**config.mk**
```make
export PLATFORM = sky130hd
export DESIGN_NAME = rtc_seq
export DESIGN_NICKNAME = d
export VERILOG_FILES = /design/src/rtl/rtc_seq_pkg.sv /design/src/rtl/rtc_bin2bcd.sv /design/src/rtl/rtc_step_plan.sv /design/src/rtl/rtc_seq.sv
export SDC_FILE = /design/constraint.sdc
export NUM_CORES = 1
export LEC_CHECK = 0
export BUFFER_PORTS_ARGS = -buffer_cell sky130_fd_sc_hd__buf_2
export CAP_MARGIN = 5
export CORE_ASPECT_RATIO = 1.2
export CORE_MARGIN = 2
export CORE_UTILIZATION = 45
export CTS_BUF_LIST = sky130_fd_sc_hd__clkbuf_2
export CTS_CLUSTER_SIZE = 10
export DETAILED_ROUTE_END_ITERATION = 7
export PLACE_DENSITY_LB_ADDON = 0.08
export SLEW_MARGIN = 10
export SYNTH_ARGS = -nofsm -noshare
export SYNTH_HDL_FRONTEND = slang
export SYNTH_SLANG_ARGS = --single-unit
```
**constraint.sdc**
```tcl
create_clock -name clk -period 14.1 [get_ports clk]
set_input_delay 2.82 -clock clk [delete_from_list [all_inputs] [get_ports clk]]
set_output_delay 2.82 -clock clk [all_outputs]
set_load 0.02 [all_outputs]
```
**src/rtl/rtc_seq_pkg.sv**
```systemverilog
package rtc_seq_pkg;
    localparam int DATA_W  = 8;
    localparam int NFIELD  = 7;
    localparam int STEP_W  = $clog2(NFIELD + 1);

    typedef enum logic [1:0] {
        OP_READ  = 2'd0,
        OP_SET   = 2'd1,
        OP_PROBE = 2'd2
    } op_e;

    typedef struct packed {
        logic                               busy;
        op_e                                op;
        logic [STEP_W-1:0]                  step;
        logic [NFIELD-1:0][DATA_W-1:0]      raw;
        logic                               present;
        logic                               done;
    } seq_state_t;

    // Two packed BCD digits to binary (0..165 for malformed digits).
    function automatic logic [DATA_W-1:0] bcd_to_bin(input logic [DATA_W-1:0] v);
        return DATA_W'(v[7:4]) * DATA_W'(10) + DATA_W'(v[3:0]);
    endfunction
endpackage

```
**src/rtl/rtc_bin2bcd.sv**
```systemverilog
module rtc_bin2bcd
    import rtc_seq_pkg::*;
(
    input  logic [DATA_W-1:0] bin,
    output logic [DATA_W-1:0] bcd
);
    localparam logic [DATA_W-1:0] LIMIT = DATA_W'(99);

    logic [DATA_W-1:0] clamped_d;
    logic [DATA_W-1:0] tens_d;
    logic [DATA_W-1:0] units_d;

    always_comb begin
        clamped_d = (bin > LIMIT) ? LIMIT : bin;
        tens_d    = clamped_d / DATA_W'(10);
        units_d   = clamped_d - tens_d * DATA_W'(10);
        bcd       = {tens_d[3:0], units_d[3:0]};
    end
endmodule

```
**src/rtl/rtc_step_plan.sv**
```systemverilog
module rtc_step_plan
    import rtc_seq_pkg::*;
#(
    parameter int ADDR_W = 4,
    parameter logic [ADDR_W-1:0] A_SEC    = 4'h2,
    parameter logic [ADDR_W-1:0] A_MIN    = 4'h3,
    parameter logic [ADDR_W-1:0] A_HOUR   = 4'h4,
    parameter logic [ADDR_W-1:0] A_MDAY   = 4'h5,
    parameter logic [ADDR_W-1:0] A_MON    = 4'h6,
    parameter logic [ADDR_W-1:0] A_WDAY   = 4'h7,
    parameter logic [ADDR_W-1:0] A_YEAR   = 4'h8,
    parameter logic [ADDR_W-1:0] A_STATUS = 4'h0,
    parameter logic [ADDR_W-1:0] CMD_LATCH  = 4'hE,
    parameter logic [ADDR_W-1:0] CMD_COMMIT = 4'hF,
    parameter logic [DATA_W-1:0] PROBE_PAT  = 8'h33
) (
    input  op_e                            op,
    input  logic [STEP_W-1:0]              step,
    input  logic [NFIELD-1:0][DATA_W-1:0]  raw,
    output logic [ADDR_W-1:0]              addr,
    output logic                           cmd,
    output logic                           write,
    output logic [DATA_W-1:0]              wdata,
    output logic                           last
);
    localparam logic [STEP_W-1:0] LAST_FULL  = STEP_W'(NFIELD);
    localparam logic [STEP_W-1:0] LAST_PROBE = STEP_W'(2);

    function automatic logic [ADDR_W-1:0] field_addr(input logic [STEP_W-1:0] idx);
        case (idx)
            STEP_W'(0): return A_SEC;
            STEP_W'(1): return A_MIN;
            STEP_W'(2): return A_HOUR;
            STEP_W'(3): return A_MDAY;
            STEP_W'(4): return A_MON;
            STEP_W'(5): return A_WDAY;
            default:    return A_YEAR;
        endcase
    endfunction

    logic [STEP_W-1:0] prev_d;

    always_comb begin
        prev_d = step - STEP_W'(1);
        addr   = '0;
        cmd    = 1'b0;
        write  = 1'b0;
        wdata  = '0;
        last   = 1'b0;
        case (op)
            OP_READ: begin
                last = (step == LAST_FULL);
                if (step == '0) begin
                    addr  = CMD_LATCH;
                    cmd   = 1'b1;
                    write = 1'b1;
                end else begin
                    addr = field_addr(prev_d);
                end
            end
            OP_SET: begin
                last = (step == LAST_FULL);
                if (step == LAST_FULL) begin
                    addr  = CMD_COMMIT;
                    cmd   = 1'b1;
                    write = 1'b1;
                end else begin
                    addr  = field_addr(step);
                    write = 1'b1;
                    wdata = raw[step[$clog2(NFIELD)-1:0]];
                end
            end
            default: begin
                last = (step == LAST_PROBE);
                if (step == '0) begin
                    addr  = A_SEC;
                    write = 1'b1;
                    wdata = PROBE_PAT;
                end else if (step == STEP_W'(1)) begin
                    addr = A_SEC;
                end else begin
                    addr  = A_STATUS;
                    write = 1'b1;
                end
            end
        endcase
    end
endmodule

```
**src/rtl/rtc_seq.sv**
```systemverilog
module rtc_seq
    import rtc_seq_pkg::*;
#(
    parameter int ADDR_W = 4,
    parameter logic [ADDR_W-1:0] A_SEC    = 4'h2,
    parameter logic [ADDR_W-1:0] A_MIN    = 4'h3,
    parameter logic [ADDR_W-1:0] A_HOUR   = 4'h4,
    parameter logic [ADDR_W-1:0] A_MDAY   = 4'h5,
    parameter logic [ADDR_W-1:0] A_MON    = 4'h6,
    parameter logic [ADDR_W-1:0] A_WDAY   = 4'h7,
    parameter logic [ADDR_W-1:0] A_YEAR   = 4'h8,
    parameter logic [ADDR_W-1:0] A_STATUS = 4'h0,
    parameter logic [ADDR_W-1:0] CMD_LATCH  = 4'hE,
    parameter logic [ADDR_W-1:0] CMD_COMMIT = 4'hF,
    parameter logic [DATA_W-1:0] PROBE_PAT  = 8'h33
) (
    input  logic              clk,
    input  logic              rst_n,
    input  logic              req_valid,
    input  logic [1:0]        req_op,
    output logic              req_ready,
    input  logic [6:0]        wr_sec,
    input  logic [6:0]        wr_min,
    input  logic [6:0]        wr_hour,
    input  logic [6:0]        wr_mday,
    input  logic [6:0]        wr_mon,
    input  logic [6:0]        wr_wday,
    input  logic [7:0]        wr_year,
    output logic [6:0]        rd_sec,
    output logic [6:0]        rd_min,
    output logic [6:0]        rd_hour,
    output logic [6:0]        rd_mday,
    output logic [6:0]        rd_mon,
    output logic [6:0]        rd_wday,
    output logic [7:0]        rd_year,
    output logic              op_done,
    output logic              chip_present,
    output logic              acc_req,
    output logic              acc_cmd,
    output logic              acc_write,
    output logic [ADDR_W-1:0] acc_addr,
    output logic [DATA_W-1:0] acc_wdata,
    input  logic              acc_done,
    input  logic [DATA_W-1:0] acc_rdata
);
    localparam logic [DATA_W-1:0] YEAR_OFS = DATA_W'(100);
    localparam logic [DATA_W-1:0] YEAR_MOD = DATA_W'(100);

    seq_state_t state_d, state_q;

    // Binary-side write fields, month and year offset-adjusted.
    logic [NFIELD-1:0][DATA_W-1:0] enc_bin, enc_bcd;
    assign enc_bin[0] = DATA_W'(wr_sec);
    assign enc_bin[1] = DATA_W'(wr_min);
    assign enc_bin[2] = DATA_W'(wr_hour);
    assign enc_bin[3] = DATA_W'(wr_mday);
    assign enc_bin[4] = DATA_W'(wr_mon) + DATA_W'(1);
    assign enc_bin[5] = DATA_W'(wr_wday);
    assign enc_bin[6] = wr_year % YEAR_MOD;

    for (genvar gi = 0; gi < NFIELD; gi++) begin : g_enc
        rtc_bin2bcd u_enc (.bin(enc_bin[gi]), .bcd(enc_bcd[gi]));
    end

    logic step_last;

    rtc_step_plan #(
        .ADDR_W(ADDR_W), .A_SEC(A_SEC), .A_MIN(A_MIN), .A_HOUR(A_HOUR),
        .A_MDAY(A_MDAY), .A_MON(A_MON), .A_WDAY(A_WDAY), .A_YEAR(A_YEAR),
        .A_STATUS(A_STATUS), .CMD_LATCH(CMD_LATCH), .CMD_COMMIT(CMD_COMMIT),
        .PROBE_PAT(PROBE_PAT)
    ) u_plan (
        .op(state_q.op), .step(state_q.step), .raw(state_q.raw),
        .addr(acc_addr), .cmd(acc_cmd), .write(acc_write),
        .wdata(acc_wdata), .last(step_last)
    );

    always_comb begin
        state_d      = state_q;
        state_d.done = 1'b0;
        if (!state_q.busy) begin
            if (req_valid) begin
                state_d.busy = 1'b1;
                state_d.step = '0;
                state_d.op   = req_op[1] ? OP_PROBE : (req_op[0] ? OP_SET : OP_READ);
                if (!req_op[1] && req_op[0]) begin
                    state_d.raw = enc_bcd;
                end
            end
        end else if (acc_done) begin
            if (state_q.op == OP_READ && state_q.step != '0) begin
                state_d.raw[state_q.step - STEP_W'(1)] = acc_rdata;
            end
            if (state_q.op == OP_PROBE && state_q.step == STEP_W'(1)
                && acc_rdata != PROBE_PAT) begin
                state_d.busy    = 1'b0;
                state_d.done    = 1'b1;
                state_d.present = 1'b0;
            end else if (step_last) begin
                state_d.busy = 1'b0;
                state_d.done = 1'b1;
                if (state_q.op == OP_PROBE) begin
                    state_d.present = 1'b1;
                end
            end else begin
                state_d.step = state_q.step + STEP_W'(1);
            end
        end
    end

    always_ff @(posedge clk) begin
        if (!rst_n) begin
            state_q <= '0;
        end else begin
            state_q <= state_d;
        end
    end

    logic [DATA_W-1:0] dec_sec, dec_min, dec_hour, dec_mday, dec_mon, dec_wday, dec_year;
    assign dec_sec  = bcd_to_bin(state_q.raw[0]);
    assign dec_min  = bcd_to_bin(state_q.raw[1]);
    assign dec_hour = bcd_to_bin(state_q.raw[2]);
    assign dec_mday = bcd_to_bin(state_q.raw[3]);
    assign dec_mon  = bcd_to_bin(state_q.raw[4]) - DATA_W'(1);
    assign dec_wday = bcd_to_bin(state_q.raw[5]);
    assign dec_year = bcd_to_bin(state_q.raw[6]) + YEAR_OFS;

    assign rd_sec       = dec_sec[6:0];
    assign rd_min       = dec_min[6:0];
    assign rd_hour      = dec_hour[6:0];
    assign rd_mday      = dec_mday[6:0];
    assign rd_mon       = dec_mon[6:0];
    assign rd_wday      = dec_wday[6:0];
    assign rd_year      = dec_year;
    assign req_ready    = !state_q.busy;
    assign acc_req      = state_q.busy;
    assign op_done      = state_q.done;
    assign chip_present = state_q.present;

    assert_busy_holdoff_R2: assert property (@(posedge clk) disable iff (!rst_n)
        req_valid && req_ready |=> !req_ready);
    assert_ready_at_done_R2: assert property (@(posedge clk) disable iff (!rst_n)
        op_done |-> req_ready);
    assert_cmd_addr_R3: assert property (@(posedge clk) disable iff (!rst_n)
        acc_req && acc_cmd |-> acc_write && (acc_addr == CMD_LATCH || acc_addr == CMD_COMMIT));
    assert_bcd_digits_R9: assert property (@(posedge clk) disable iff (!rst_n)
        acc_req && acc_write && !acc_cmd |-> acc_wdata[7:4] <= 4'd9 && acc_wdata[3:0] <= 4'd9);
    assert_hold_transfer_R12: assert property (@(posedge clk) disable iff (!rst_n)
        acc_req && !acc_done |=> acc_req && $stable(acc_addr) && $stable(acc_wdata)
                                  && $stable(acc_write) && $stable(acc_cmd));
    assert_done_pulse_R12: assert property (@(posedge clk) disable iff (!rst_n)
        op_done |=> !op_done);
    assert_done_after_access_R12: assert property (@(posedge clk) disable iff (!rst_n)
        $rose(op_done) |-> $past(acc_done));
endmodule

```
==> impl_metrics.csv, run 1 <==
group,metric,value,unit
synthesis,synth.avg_cell_area,7.559,um2
global_routing,grt_pass1_wl,35.85,mm
worst_setup_path,reg2reg_depth,7,
worst_setup_path,setup.worst_path.start_class,"input pin",
sta,tns,0,ns
global_routing,grt_max_degree,39,
synthesis,yosysSeqAreaShare,0.1604,
routing,routed_wl,22.62,mm
routing,wl_met3,1.496,mm
placement,place_hpwl,17.27,mm
routing,wl_met2,9.924,mm
global_routing,grt.overflow.total,0,
sta,layout_setup_ws,7.445,ns
routing,avgViaCountPerCell,5.812,
final_layout,nNetsFinal,1297,
sta,clock_skew,0.02818,ns
final_layout,nFillCells,1791,
synthesis,ys_ff_latch,64,
cts,post_cts_buffers,0,
cts,cts_resized,0,
routing,top_layer_used,"met4",
synthesis,synth-edff-count,0,
worst_setup_path,endpoint_kind,"flip-flop",
worst_setup_path,arrival,7.13,ns
die,fp.coreArea,17440,um2
synthesis,synth_nets,1226,
synthesis,postSynthCellCount,1057,
final_layout,area_delta_synth_final,9.208,%
routing,vias,7870,
worst_setup_path,crit_type,"input pin to flip-flop",
sta,slew_violations,0,
min_path,hold_depth,2,
placement,dp_slack,6.922,ns
sta,worst_slew_pin_slew,1.145,ns
cts,root_buffer,"clkbuf_2",
synthesis,synthDistinctLibCells,75,
sta,rsz0062_at_grt,"false",
synthesis,synth.yosys.warnings,0,
sta,hold_viol,0,
power,vdd_drop_max,25.86,uV
die,rows,53,
placement,place_congestion,0.8710,
min_path,hp-class,"flip-flop to flip-flop",
cts,clock_sinks,64,
cts,clk_latency,0.53,ns
power,p_per_area,68.42,nW/um2
cts,cts.reportedPaths.clkPinSlew,0.19,ns
routing,m1WireLength,10.80,mm
routing,firstDrtPassIters,7,
routing,drc,0,
die,start_util,0.4581,
routing,drtAntennaViolNets,0,
routing,drt_iter0_drc,587,
status,status,"finished, final reports clean",
sta,timing.final.crit_share,0.4720,
sta,min_period,6.655,ns
final_layout,layout_commonest_cell,"buf_2",
global_routing,track_usage,0.2337,
die,dieArea,18840,um2
final_layout,final_cell_mix,"buf_2, o21ai_0, inv_1",
synthesis,async_reset_ff_frac,0,
synthesis,yosys_most_used_dff,"dfxtp_1",
sta,final-setup-viol-count,0,
power,leakage,3.777,nW
cts,cts_tree,"done",
cts,hold_buffers,0,
worst_setup_path,critPathMaxFanout,10,
cts,cts_buffer_depth,2,
global_routing,antenna_found_initial,1,
die,ios,132,
worst_setup_path,cp.required,14.57,ns
cts,htree_levels,3,
die,fp.dieW,125.6,um
flow_run,maxCapViolations,0,
placement,port_buffers,131,
global_routing,grt_pass1_vias,6889,
sta,fmax,0.1503,GHz
final_layout,drive_gt1_frac,0.1589,
routing,wl_per_cell,16.71,um
sta,slew_headroom,0.2365,
synthesis,synth_area,7990,um2
die,die_h,150.0,um
cts,cts_buffers,9,
-- per-stage QoR --
stage / hold slack, ns / area (um2) / cells / util / total power [mW]
2_1_floorplan: 0.4888 / 7990 / 1057 / - / 0.4086
3_3_place_gp: 0.4816 / 8613 / 1337 / 0.4939 / 0.4845
3_5_place_dp: 0.4929 / 8613 / 1337 / 0.4939 / 0.4855
4_1_cts: 0.5302 / 8723 / 1353 / 0.5002 / 0.5980
5_1_grt: 0.5658 / 8726 / 1354 / 0.5003 / 0.6398
6_report: 0.5314 / 8726 / 1354 / 0.5003 / 0.5970
-- registers in the layout, summed over array words and instances, names as in the netlist --
| signal | count |
|---|---|
| acc_req | 1 |
| state_q | 61 |
| chip_present | 1 |
| op_done | 1 |
-- report_power, final --
group          leakage [nW]  internal (mW)  switching (mW)
clock                0.0593         0.0403          0.0727
combinational          3.20          0.111           0.169
sequential            0.521          0.190          0.0137
-- logic make-up after synthesis --
family	after synthesis	synth area share
AO/OA/AOI/OAI	337	0.2756
XOR/XNOR	60	0.06671
adder cells (fa/ha/maj)	105	0.1842
buffers and inverters	166	0.08487
flip-flops	64	0.1604
multiplexers	28	0.04776
AND/OR/NAND/NOR	297	0.1806
-- layout make-up --
| type | count | area, um2 | share of cell area |
|---|---|---|---|
| repair buffers | 134 | 678.2 | 0.07772 |
| diodes | 1 | 2.502 | 0.0002868 |
| clock buffers | 10 | 50.05 | 0.005736 |
| well taps | 220 | 275.3 | 0.03155 |
| flip-flops and latches | 64 | 1281 | 0.1468 |
| clock inverters | 6 | 60.06 | 0.006883 |
| inverters | 92 | 345.3 | 0.03958 |
| multi-input cells | 827 | 6033 | 0.6914 |
-- cell usage after synthesis (all sizes together), types with 10 or more instances --
master  count  share of area
nor3       18          0.011
buf        22          0.017
xnor2      51          0.057
a21oi      77          0.048
nand3      17          0.011
and2       17          0.014
o211ai     14          0.013
clkbuf     52          0.024
ha         84           0.13
fa         21          0.053
o221ai     26          0.029
inv        92          0.043
mux2i      19          0.024
a31oi      18          0.014
nand2b     17          0.013
nor2b      20          0.016
a21o       18          0.017
a211oi     10         0.0094
dfxtp      64           0.16
o21ai      93          0.058
nor2       83          0.039
a311oi     12          0.013
nand2      81          0.038
-- final timing paths --
path	to	slack, ns	from
setup / recovery	state_q[36]	7.44	wr_mon[0]
hold / removal	chip_present	0.53	chip_present
setup reg to reg	state_q[51]	10.72	state_q[60]
hold reg to reg	chip_present	0.53	chip_present
-- per-layer routing --
metal,vias up,GRT usage
met5,-,0
met4,0,0.05389
met3,25,0.02860
met2,277,0.3695
met1,3635,0.3398
li1,3933,-
-- critical path, stage by stage --
cell       delay [ns]
buf_2            0.13
ha_1             0.36
or2_2            0.18
o21ai_0          0.09
a21oi_1          0.34
a21oi_1          0.22
a2111o_1         0.40
o211ai_1         0.19
inv_1            0.08
ha_1             0.29
and2_0           0.19
a2111o_1         0.30
a221o_1          0.36
o2111ai_2        0.12
ha_1             0.21
fa_1             0.41
o221ai_1         0.20
o21ai_0          0.13
nor2_1           0.11
Note: power is estimated with default switching activity, not from simulation.
==> run 2, diff against run 1 <==
==> constraint.sdc (replaced) <==
create_clock -name clk -period 6.1 [get_ports clk]
set_input_delay 1.22 -clock clk [delete_from_list [all_inputs] [get_ports clk]]
set_output_delay 1.22 -clock clk [all_outputs]
set_load 0.02 [all_outputs]
==> run 2 against run 1 <==
  * Clock power grew to 2.7 times the previous value
  * Highest routed layer unchanged
  * Cell area up 0.23%
  * Via count hardly changed
  * Hold slack worse by 0.0076 ns
  * Largest cell class unchanged
  * Sequential share of layout area about the same
  * Final cell count about the same
  * First-iteration DRC count is 13% higher
  * Sequential cell count did not move
  * Combinational power is 130% higher
  * Setup slack lost 6.5 ns
  * Sequential power up 130%
  * Register-to-register slack worse by 8.0 ns
==> impl_metrics.csv, run 2 (synthesis gave the netlist of run 1 again) <==
group,metric,value,unit
status,status,"finished, final reports clean",
cts,cts.reportedPaths.clkPinSlew,0.19,ns
routing,firstDrtPassIters,5,
cts,cts_buffers,9,
placement,dp_slack,0.4901,ns
final_layout,largest_register_ffs,61,
power,vdd_drop_max,81.99,uV
worst_setup_path,setup.worst_path.start_class,"input pin",
sta,tns,0,ns
routing,wl_per_cell,16.94,um
final_layout,seq_area,1281,um2
sta,hold_slack,0.5239,ns
final_layout,nFillCells,1772,
final_layout,drive_gt1_frac,0.1590,
final_layout,fin_util,0.5015,
worst_setup_path,cp_top_family,"compound AO/OA/AOI/OAI gates",
worst_setup_path,crit_top_cell,"ha_1",
global_routing,antenna_found_initial,1,
cts,cts_resized,0,
global_routing,grt_pass1_wl,36.93,mm
cts,cts_buffer_depth,2,
flow_run,maxCapViolations,0,
final_layout,layout_commonest_cell,"buf_2",
worst_setup_path,crit_chain,"buf_2 > ha_1 > or2_2 > o21ai_0 > a21oi_1 > a21oi_1 > a2111o_1 > o211ai_1 > inv_1 > ha_1 > and2_0 > a2111o_1 > a221o_1 > o2111ai_2 > ha_1 > fa_1 > o221ai_1 > o21ai_0 > nor2_1",
global_routing,track_usage,0.2403,
sta,slew_headroom,0.2776,
power,leakage,3.793,nW
worst_setup_path,crit_type,"input pin to flip-flop",
worst_setup_path,arrival,5.60,ns
sta,timing.final.crit_share,0.8404,
die,start_util,0.4581,
cts,cts_tree,"done",
routing,vias,7866,
sta,final-setup-viol-count,0,
die,fp.dieW,125.6,um
sta,layout_setup_ws,0.9737,ns
routing,drc,0,
power,p_per_area,162.8,nW/um2
cts,post_cts_buffers,0,
global_routing,grt_max_degree,39,
routing,routed_wl,22.92,mm
placement,place_congestion,0.8733,
worst_setup_path,cp.required,6.57,ns
routing,drt_iter0_drc,666,
cts,htree_levels,3,
die,ios,132,
sta,worst_slew_pin_slew,1.084,ns
final_layout,nNetsFinal,1297,
cts,hold_buffers,0,
global_routing,grt.overflow.total,0,
final_layout,top_register,"state_q",
final_layout,final_cell_mix,"buf_2, o21ai_0, inv_1",
worst_setup_path,slowest_stage,"a2111o_1",
final_layout,area_delta_synth_final,9.458,%
die,rows,53,
sta,rsz0062_at_grt,"false",
sta,slew_violations,0,
min_path,hp-class,"flip-flop to flip-flop",
cts,root_buffer,"clkbuf_2",
sta,clock_skew,0.02583,ns
sta,hold_viol,0,
worst_setup_path,endpoint_kind,"flip-flop",
sta,fmax,0.1951,GHz
cts,clk_latency,0.53,ns
worst_setup_path,path_buf_inv,2,
sta,min_period,5.126,ns
placement,place_hpwl,17.42,mm
worst_setup_path,critPathMaxFanout,10,
die,fp.coreArea,17440,um2
placement,port_buffers,131,
worst_setup_path,cpPeakStageDelay,0.41,ns
die,die_h,150.0,um
die,dieArea,18840,um2
global_routing,grt_pass1_vias,7051,
routing,avgViaCountPerCell,5.814,
cts,clock_sinks,64,
power,power,1.424,mW
routing,drtAntennaViolNets,0,
final_layout,multi_input_area,6033,um2
run 2: changes by cell type in the layout (fill, tap and decap cells not counted), sizes merged:
cell,change
clkinvlp,-2
clkinv,+1
clkbuf,-1
bufinv,+1
run 2: power breakdown:
group | total [mW] | leakage [nW] | internal (mW) | switching, mW
combinational | 0.649 | 3.20 | 0.257 | 0.391
sequential | 0.472 | 0.521 | 0.440 | 0.0319
clock | 0.303 | 0.0754 | 0.132 | 0.171
run 2: cell type report:
class	instances	area share
repair buffers	134	0.07754
clock buffers	9	0.005150
inverters	92	0.03948
diodes	1	0.0002861
multi-input cells	827	0.6898
clock inverters	6	0.009728
flip-flops and latches	64	0.1465
well taps	220	0.03147
run 2: path summary, 6_finish.rpt:
kind                      from            to  slack (ns)  cells after the start
setup / recovery     wr_mon[0]   state_q[36]        0.97                     19
hold / removal    chip_present  chip_present        0.52                      2
setup reg to reg   state_q[60]   state_q[51]        2.75                      7
hold reg to reg   chip_present  chip_present        0.52                      2
run 2: worst reg2reg max path, stage by stage, from the launching register on:
cell and delay (ns):
dfxtp_1 0.84, inv_1 0.15, ha_1 0.47, or3_1 0.45, a21oi_1 0.85, o221ai_1 0.29
o21ai_0 0.14, nor2_1 0.05
run 2: metrics by stage:
step | std cells | cell area, um2
floorplan | 1057 | 7990
global placement | 1337 | 8613
detailed placement | 1337 | 8613
CTS | 1352 | 8743
global route | 1353 | 8746
finish | 1353 | 8746
run 2: layer usage:
layer | GRT usage | up-vias | share of wire
met5 | 0 | - | 0
met4 | 0.05222 | 0 | 0.012
met3 | 0.03218 | 23 | 0.066
met2 | 0.3722 | 266 | 0.45
met1 | 0.3554 | 3652 | 0.48
li1 | - | 3925 | -
